`config.mk`:
```
export PLATFORM = sky130hd
export DESIGN_NAME = asram_ctrl
export DESIGN_NICKNAME = d
export VERILOG_FILES = /design/src/rtl/asram_pkg.sv /design/src/rtl/asram_wait_timer.sv /design/src/rtl/asram_lane_gate.sv /design/src/rtl/asram_ctrl.sv
export SDC_FILE = /design/constraint.sdc
export NUM_CORES = 1
export LEC_CHECK = 0
export CORE_UTILIZATION = 25
export DETAILED_ROUTE_END_ITERATION = 6
export PLACE_DENSITY = 0.48
export SETUP_SLACK_MARGIN = 0.02
export SYNTH_ARGS = -nofsm -noshare
export SYNTH_HDL_FRONTEND = slang
export SYNTH_SLANG_ARGS = --single-unit
```
`constraint.sdc`:
```
create_clock -name clk -period 3 [get_ports clk]
set_clock_uncertainty 0.15 [all_clocks]
set_input_delay 0.6 -clock clk [delete_from_list [all_inputs] [get_ports clk]]
set_output_delay 0.6 -clock clk [all_outputs]
set_load 0.1 [all_outputs]
```
`src/rtl/asram_pkg.sv`:
```
package asram_pkg;

  typedef enum logic [2:0] {
    ST_IDLE,
    ST_WSET,
    ST_WPUL,
    ST_WGAP,
    ST_WBSET,
    ST_RACC,
    ST_RREC
  } asram_st_e;

endpackage

```
`src/rtl/asram_wait_timer.sv`:
```
module asram_wait_timer #(
  parameter int CW = 2
) (
  input  logic          clk,
  input  logic          rst_n,
  input  logic          load,
  input  logic [CW-1:0] load_val,
  output logic          expired
);

  logic [CW-1:0] cnt_q;
  logic [CW-1:0] cnt_d;

  always_comb begin
    cnt_d = cnt_q;
    if (load) begin
      cnt_d = load_val;
    end else if (cnt_q != '0) begin
      cnt_d = cnt_q - 1'b1;
    end
  end

  always_ff @(posedge clk or negedge rst_n) begin
    if (!rst_n) begin
      cnt_q <= '0;
    end else begin
      cnt_q <= cnt_d;
    end
  end

  assign expired = (cnt_q == '0);

endmodule

```
`src/rtl/asram_lane_gate.sv`:
```
module asram_lane_gate #(
  parameter int LANES = 2
) (
  input  logic [LANES-1:0]   be,
  input  logic               active,
  input  logic [8*LANES-1:0] rd_bus,
  output logic [LANES-1:0]   stb_n,
  output logic [8*LANES-1:0] rd_masked
);

  for (genvar g = 0; g < LANES; g++) begin : g_lane
    assign stb_n[g]           = ~(be[g] & active);
    assign rd_masked[8*g +: 8] = be[g] ? rd_bus[8*g +: 8] : 8'h00;
  end

endmodule

```
`src/rtl/asram_ctrl.sv`:
```
module asram_ctrl
  import asram_pkg::*;
#(
  parameter int AW        = 20,
  parameter int ACC_CYC   = 2,
  parameter int WP_CYC    = 2,
  parameter int SETUP_CYC = 1,
  parameter int TURN_CYC  = 1
) (
  input  logic          clk,
  input  logic          rst_n,
  input  logic          req,
  output logic          ready,
  input  logic          wr,
  input  logic [1:0]    be,
  input  logic [AW-1:0] addr,
  input  logic [15:0]   wdata,
  output logic [15:0]   rd_data,
  output logic          rd_valid,
  output logic          mem_ce_n,
  output logic          mem_oe_n,
  output logic          mem_we_n,
  output logic          mem_ub_n,
  output logic          mem_lb_n,
  output logic [AW-1:0] mem_addr,
  output logic [15:0]   mem_dq_out,
  output logic          mem_dq_oe,
  input  logic [15:0]   mem_dq_in
);

  localparam int LANES = 2;
  localparam int DW    = 8 * LANES;
  localparam int MAX_AB = (ACC_CYC > WP_CYC) ? ACC_CYC : WP_CYC;
  localparam int MAX_CD = (SETUP_CYC > TURN_CYC) ? SETUP_CYC : TURN_CYC;
  localparam int MAXC   = (MAX_AB > MAX_CD) ? MAX_AB : MAX_CD;
  localparam int CW     = (MAXC < 2) ? 1 : $clog2(MAXC);
  localparam logic [CW-1:0] ACC_LD  = CW'(ACC_CYC - 1);
  localparam logic [CW-1:0] WP_LD   = CW'(WP_CYC - 1);
  localparam logic [CW-1:0] SET_LD  = CW'(SETUP_CYC - 1);
  localparam logic [CW-1:0] TURN_LD = CW'(TURN_CYC - 1);

  asram_st_e st_q, st_d;
  logic          tmr_load;
  logic [CW-1:0] tmr_val;
  logic          tmr_exp;

  logic [AW-1:0]    addr_q;
  logic [DW-1:0]    wdata_q;
  logic [LANES-1:0] be_q;
  logic [DW-1:0]    rdata_q;
  logic             rvalid_q;
  logic             accept;
  logic             rd_cap;
  logic             lane_active;
  logic [LANES-1:0] stb_n;
  logic [DW-1:0]    rd_masked;

  asram_wait_timer #(.CW(CW)) u_timer (
    .clk      (clk),
    .rst_n    (rst_n),
    .load     (tmr_load),
    .load_val (tmr_val),
    .expired  (tmr_exp)
  );

  asram_lane_gate #(.LANES(LANES)) u_lanes (
    .be        (be_q),
    .active    (lane_active),
    .rd_bus    (mem_dq_in),
    .stb_n     (stb_n),
    .rd_masked (rd_masked)
  );

  // Handshake: idle takes any request, the write gap only a write.
  assign ready  = (st_q == ST_IDLE) || ((st_q == ST_WGAP) && wr);
  assign accept = req && ready;
  assign rd_cap = (st_q == ST_RACC) && tmr_exp;

  always_comb begin
    st_d     = st_q;
    tmr_load = 1'b0;
    tmr_val  = '0;
    unique case (st_q)
      ST_IDLE: begin
        if (req) begin
          st_d     = wr ? ST_WSET : ST_RACC;
          tmr_load = 1'b1;
          tmr_val  = wr ? SET_LD : ACC_LD;
        end
      end
      ST_WSET, ST_WBSET: begin
        if (tmr_exp) begin
          st_d     = ST_WPUL;
          tmr_load = 1'b1;
          tmr_val  = WP_LD;
        end
      end
      ST_WPUL: begin
        if (tmr_exp) st_d = ST_WGAP;
      end
      ST_WGAP: begin
        if (req && wr) begin
          st_d     = ST_WBSET;
          tmr_load = 1'b1;
          tmr_val  = SET_LD;
        end else begin
          st_d = ST_IDLE;
        end
      end
      ST_RACC: begin
        if (tmr_exp) begin
          st_d     = ST_RREC;
          tmr_load = 1'b1;
          tmr_val  = TURN_LD;
        end
      end
      ST_RREC: begin
        if (tmr_exp) st_d = ST_IDLE;
      end
      default: st_d = ST_IDLE;
    endcase
  end

  always_ff @(posedge clk or negedge rst_n) begin
    if (!rst_n) begin
      st_q     <= ST_IDLE;
      rvalid_q <= 1'b0;
    end else begin
      st_q     <= st_d;
      rvalid_q <= rd_cap;
    end
  end

  always_ff @(posedge clk or negedge rst_n) begin
    if (!rst_n) begin
      addr_q  <= '0;
      wdata_q <= '0;
      be_q    <= '0;
    end else if (accept) begin
      addr_q  <= addr;
      wdata_q <= wdata;
      be_q    <= be;
    end
  end

  always_ff @(posedge clk or negedge rst_n) begin
    if (!rst_n) begin
      rdata_q <= '0;
    end else if (rd_cap) begin
      rdata_q <= rd_masked;
    end
  end

  // Pin decode from the state register.
  assign lane_active = (st_q == ST_WPUL) || (st_q == ST_RACC);
  assign mem_ce_n    = (st_q == ST_IDLE) || (st_q == ST_RREC);
  assign mem_oe_n    = (st_q != ST_RACC);
  assign mem_we_n    = !((st_q == ST_WPUL) || (st_q == ST_WGAP) || (st_q == ST_WBSET));
  assign mem_dq_oe   = (st_q == ST_WSET) || (st_q == ST_WPUL) ||
                       (st_q == ST_WGAP) || (st_q == ST_WBSET);
  assign mem_ub_n    = stb_n[1];
  assign mem_lb_n    = stb_n[0];
  assign mem_addr    = addr_q;
  assign mem_dq_out  = wdata_q;
  assign rd_data     = rdata_q;
  assign rd_valid    = rvalid_q;

endmodule

```
==> out/qor.csv <==
metric;value;unit
drv_cap;0;
stdcell_count;698;
arrival;1.71;ns
violations;DRC;
setup-violations-final;0;
synth-edff-count;0;
r2r_cells;4;
groute.usage.overall;0.153;
detailed_place_hpwl;7.34;mm
n_antenna_cell;0;
final_antenna_net_count;0;
crit_fanout;4;
avgSynthCellArea;9.17;um^2
async_flop_share;1.00;
first_pass_iters;7;
port_buffers;117;
layout_common_cells;nand2b_1, buf_4, dfrtp_1;
areaGrowthSynthToFinish;40.1;%
r2r_setup_slack;0.93;ns
cts_root_buffer;clkbuf_16;
drtIter0Drc;240;
hold_viol_final;0;
end_kind;primary output;
r2r_end;u_timer.cnt_q$_DFF_PN0_;
start_kind;input pin;
synth_seq_area_share;0.387;
slew_headroom;0.468;
yosysTopAreaCellShare;0.387;
clk_latency;0.33;ns
drv_slew;0;
crit_required;2.25;ns
finalWirelength;11.9;mm
slowest_delay;0.54;ns
post-route-drc-count;7;
via_per_inst;5.09;
synth.area.top_cells;dfrtp_1, nand2b_1, a221oi_2;
die_y;126;um
numCtsBuffers;9;
dp.cells;682;
yosysWarningCount;0;
ys.flop_type;dfrtp_1;
path_cells;clkdlybuf4s50_1, and3_2, nor2_1, nor2_2, buf_12;
grt_max_degree;77;
worst-path-buf-inv;2;
htree_levels;3;
vias;3551;
grt_pass1_wl;18.9;mm
netlist_instances;416;
final_common_cell;nand2b_1;
r2r-start;st_q[2]$_DFFE_PN0P_;
outcome;complete, but fails checks;
grt_remaining_overflow;0;
synth_nets;474;
row_count;44;
wl_per_cell;17.0;um
rsz0062_at_grt;no;
antenna_found_initial;0;
core;0.0147;mm^2
fin_nets;567;
path_clk_slew;0.06;ns
place.gp.congestion;0.722;
finalCritPeriodShare;0.821;
ctsHoldBuffers;0;
synth_largest_area_cell;dfrtp_1;
start_util;0.260;
synth.distinct_cells;29;
dieArea;0.0158;mm^2
clock_sinks;59;
synth-seq-cells;59;
io_pins;118;
cts.repair.resized;0;
postCtsSetupRepairBufs;0;
tns;0;ns
critPathKind;in -> out;
fmax;406;MHz
hp-class;in -> async;
worstMarginPinSlew;0.799;ns
fp.dieW;126;um
netlist_area;0.00382;mm^2
grt_pass1_vias;3566;
crit_family;buffers and inverters;
period_needed;2.46;ns
crit_path_top_delay_cell;clkdlybuf4s50_1;
clockBufferDepth;2;
drive_gt1_frac;0.253;
cts_tree;yes;
==> layer usage <==
metal	track usage	wire length, um	vias to the layer above
met5	0	0	-
met2	0.266	5860	87
met3	0.0295	493	15
li1	-	-	1718
met1	0.183	5300	1731
met4	0.0674	223	0
==> cell families after synthesis <==
logic type / Yosys count / synth area share
AOI/OAI and AO/OA: 138 / 0.308
muxes: 1 / 0.00262
and+or+nand+nor: 167 / 0.223
DFF: 59 / 0.387
xor gates and xnor gates: 2 / 0.00459
buffers and inverters: 49 / 0.0751
==> how the worst max path moves through the flow <==
stage                             start        end  slack [ns]  depth (start not counted)
floorplan           st_q[0]$_DFFE_PN0P_  mem_dq_oe       -0.14                          5
global placement                     wr      ready        0.57                          5
detailed placement                   wr      ready        0.54                          5
CTS                                  wr      ready        0.53                          5
global route                         wr      ready        0.47                          5
finish                               wr      ready        0.54                          5
==> final cells by class <==
cell class                      instances  area (um^2)
Clock inverter                          6          111
Tap cell                              184          230
Multi-Input combinational cell        308         2090
Fill cell                            1483         9350
Timing Repair Buffer                  129         1190
Inverter                                2         7.51
Sequential cell                        59         1480
Clock buffer                           10          239
==> cells in the mapped netlist, types with 4 or more instances <==
cell type and number:
dfrtp_1 59, clkbuf_1 14, buf_2 16, o22ai_1 38
o21ai_0 20, buf_4 10, nor2b_1 4, nand2_1 35
o31ai_1 38, nand2b_1 78, nor2_1 45, a221oi_2 30
buf_6 6, a221oi_1 8
==> through the flow <==
step	util	area, um^2	setup slack, ns	hold WS [ns]
floorplan	-	3840	-0.140	0.154
finish	0.364	5350	0.536	0.129
global placement	0.340	5000	0.565	0.315
global route	0.364	5350	0.475	0.170
detailed placement	0.340	5000	0.540	0.323
CTS	0.364	5350	0.528	0.147
==> registers in the layout, indices dropped and copies added, names as in the netlist <==
signal and cells:
rd_data 16, be_q 2, mem_dq_out 16, st_q 3
mem_addr 20, rd_valid 1, u_timer.cnt_q 1
Power is not shown: default switching activity piles up to over one toggle a cycle in this logic, so the estimate is an artifact.
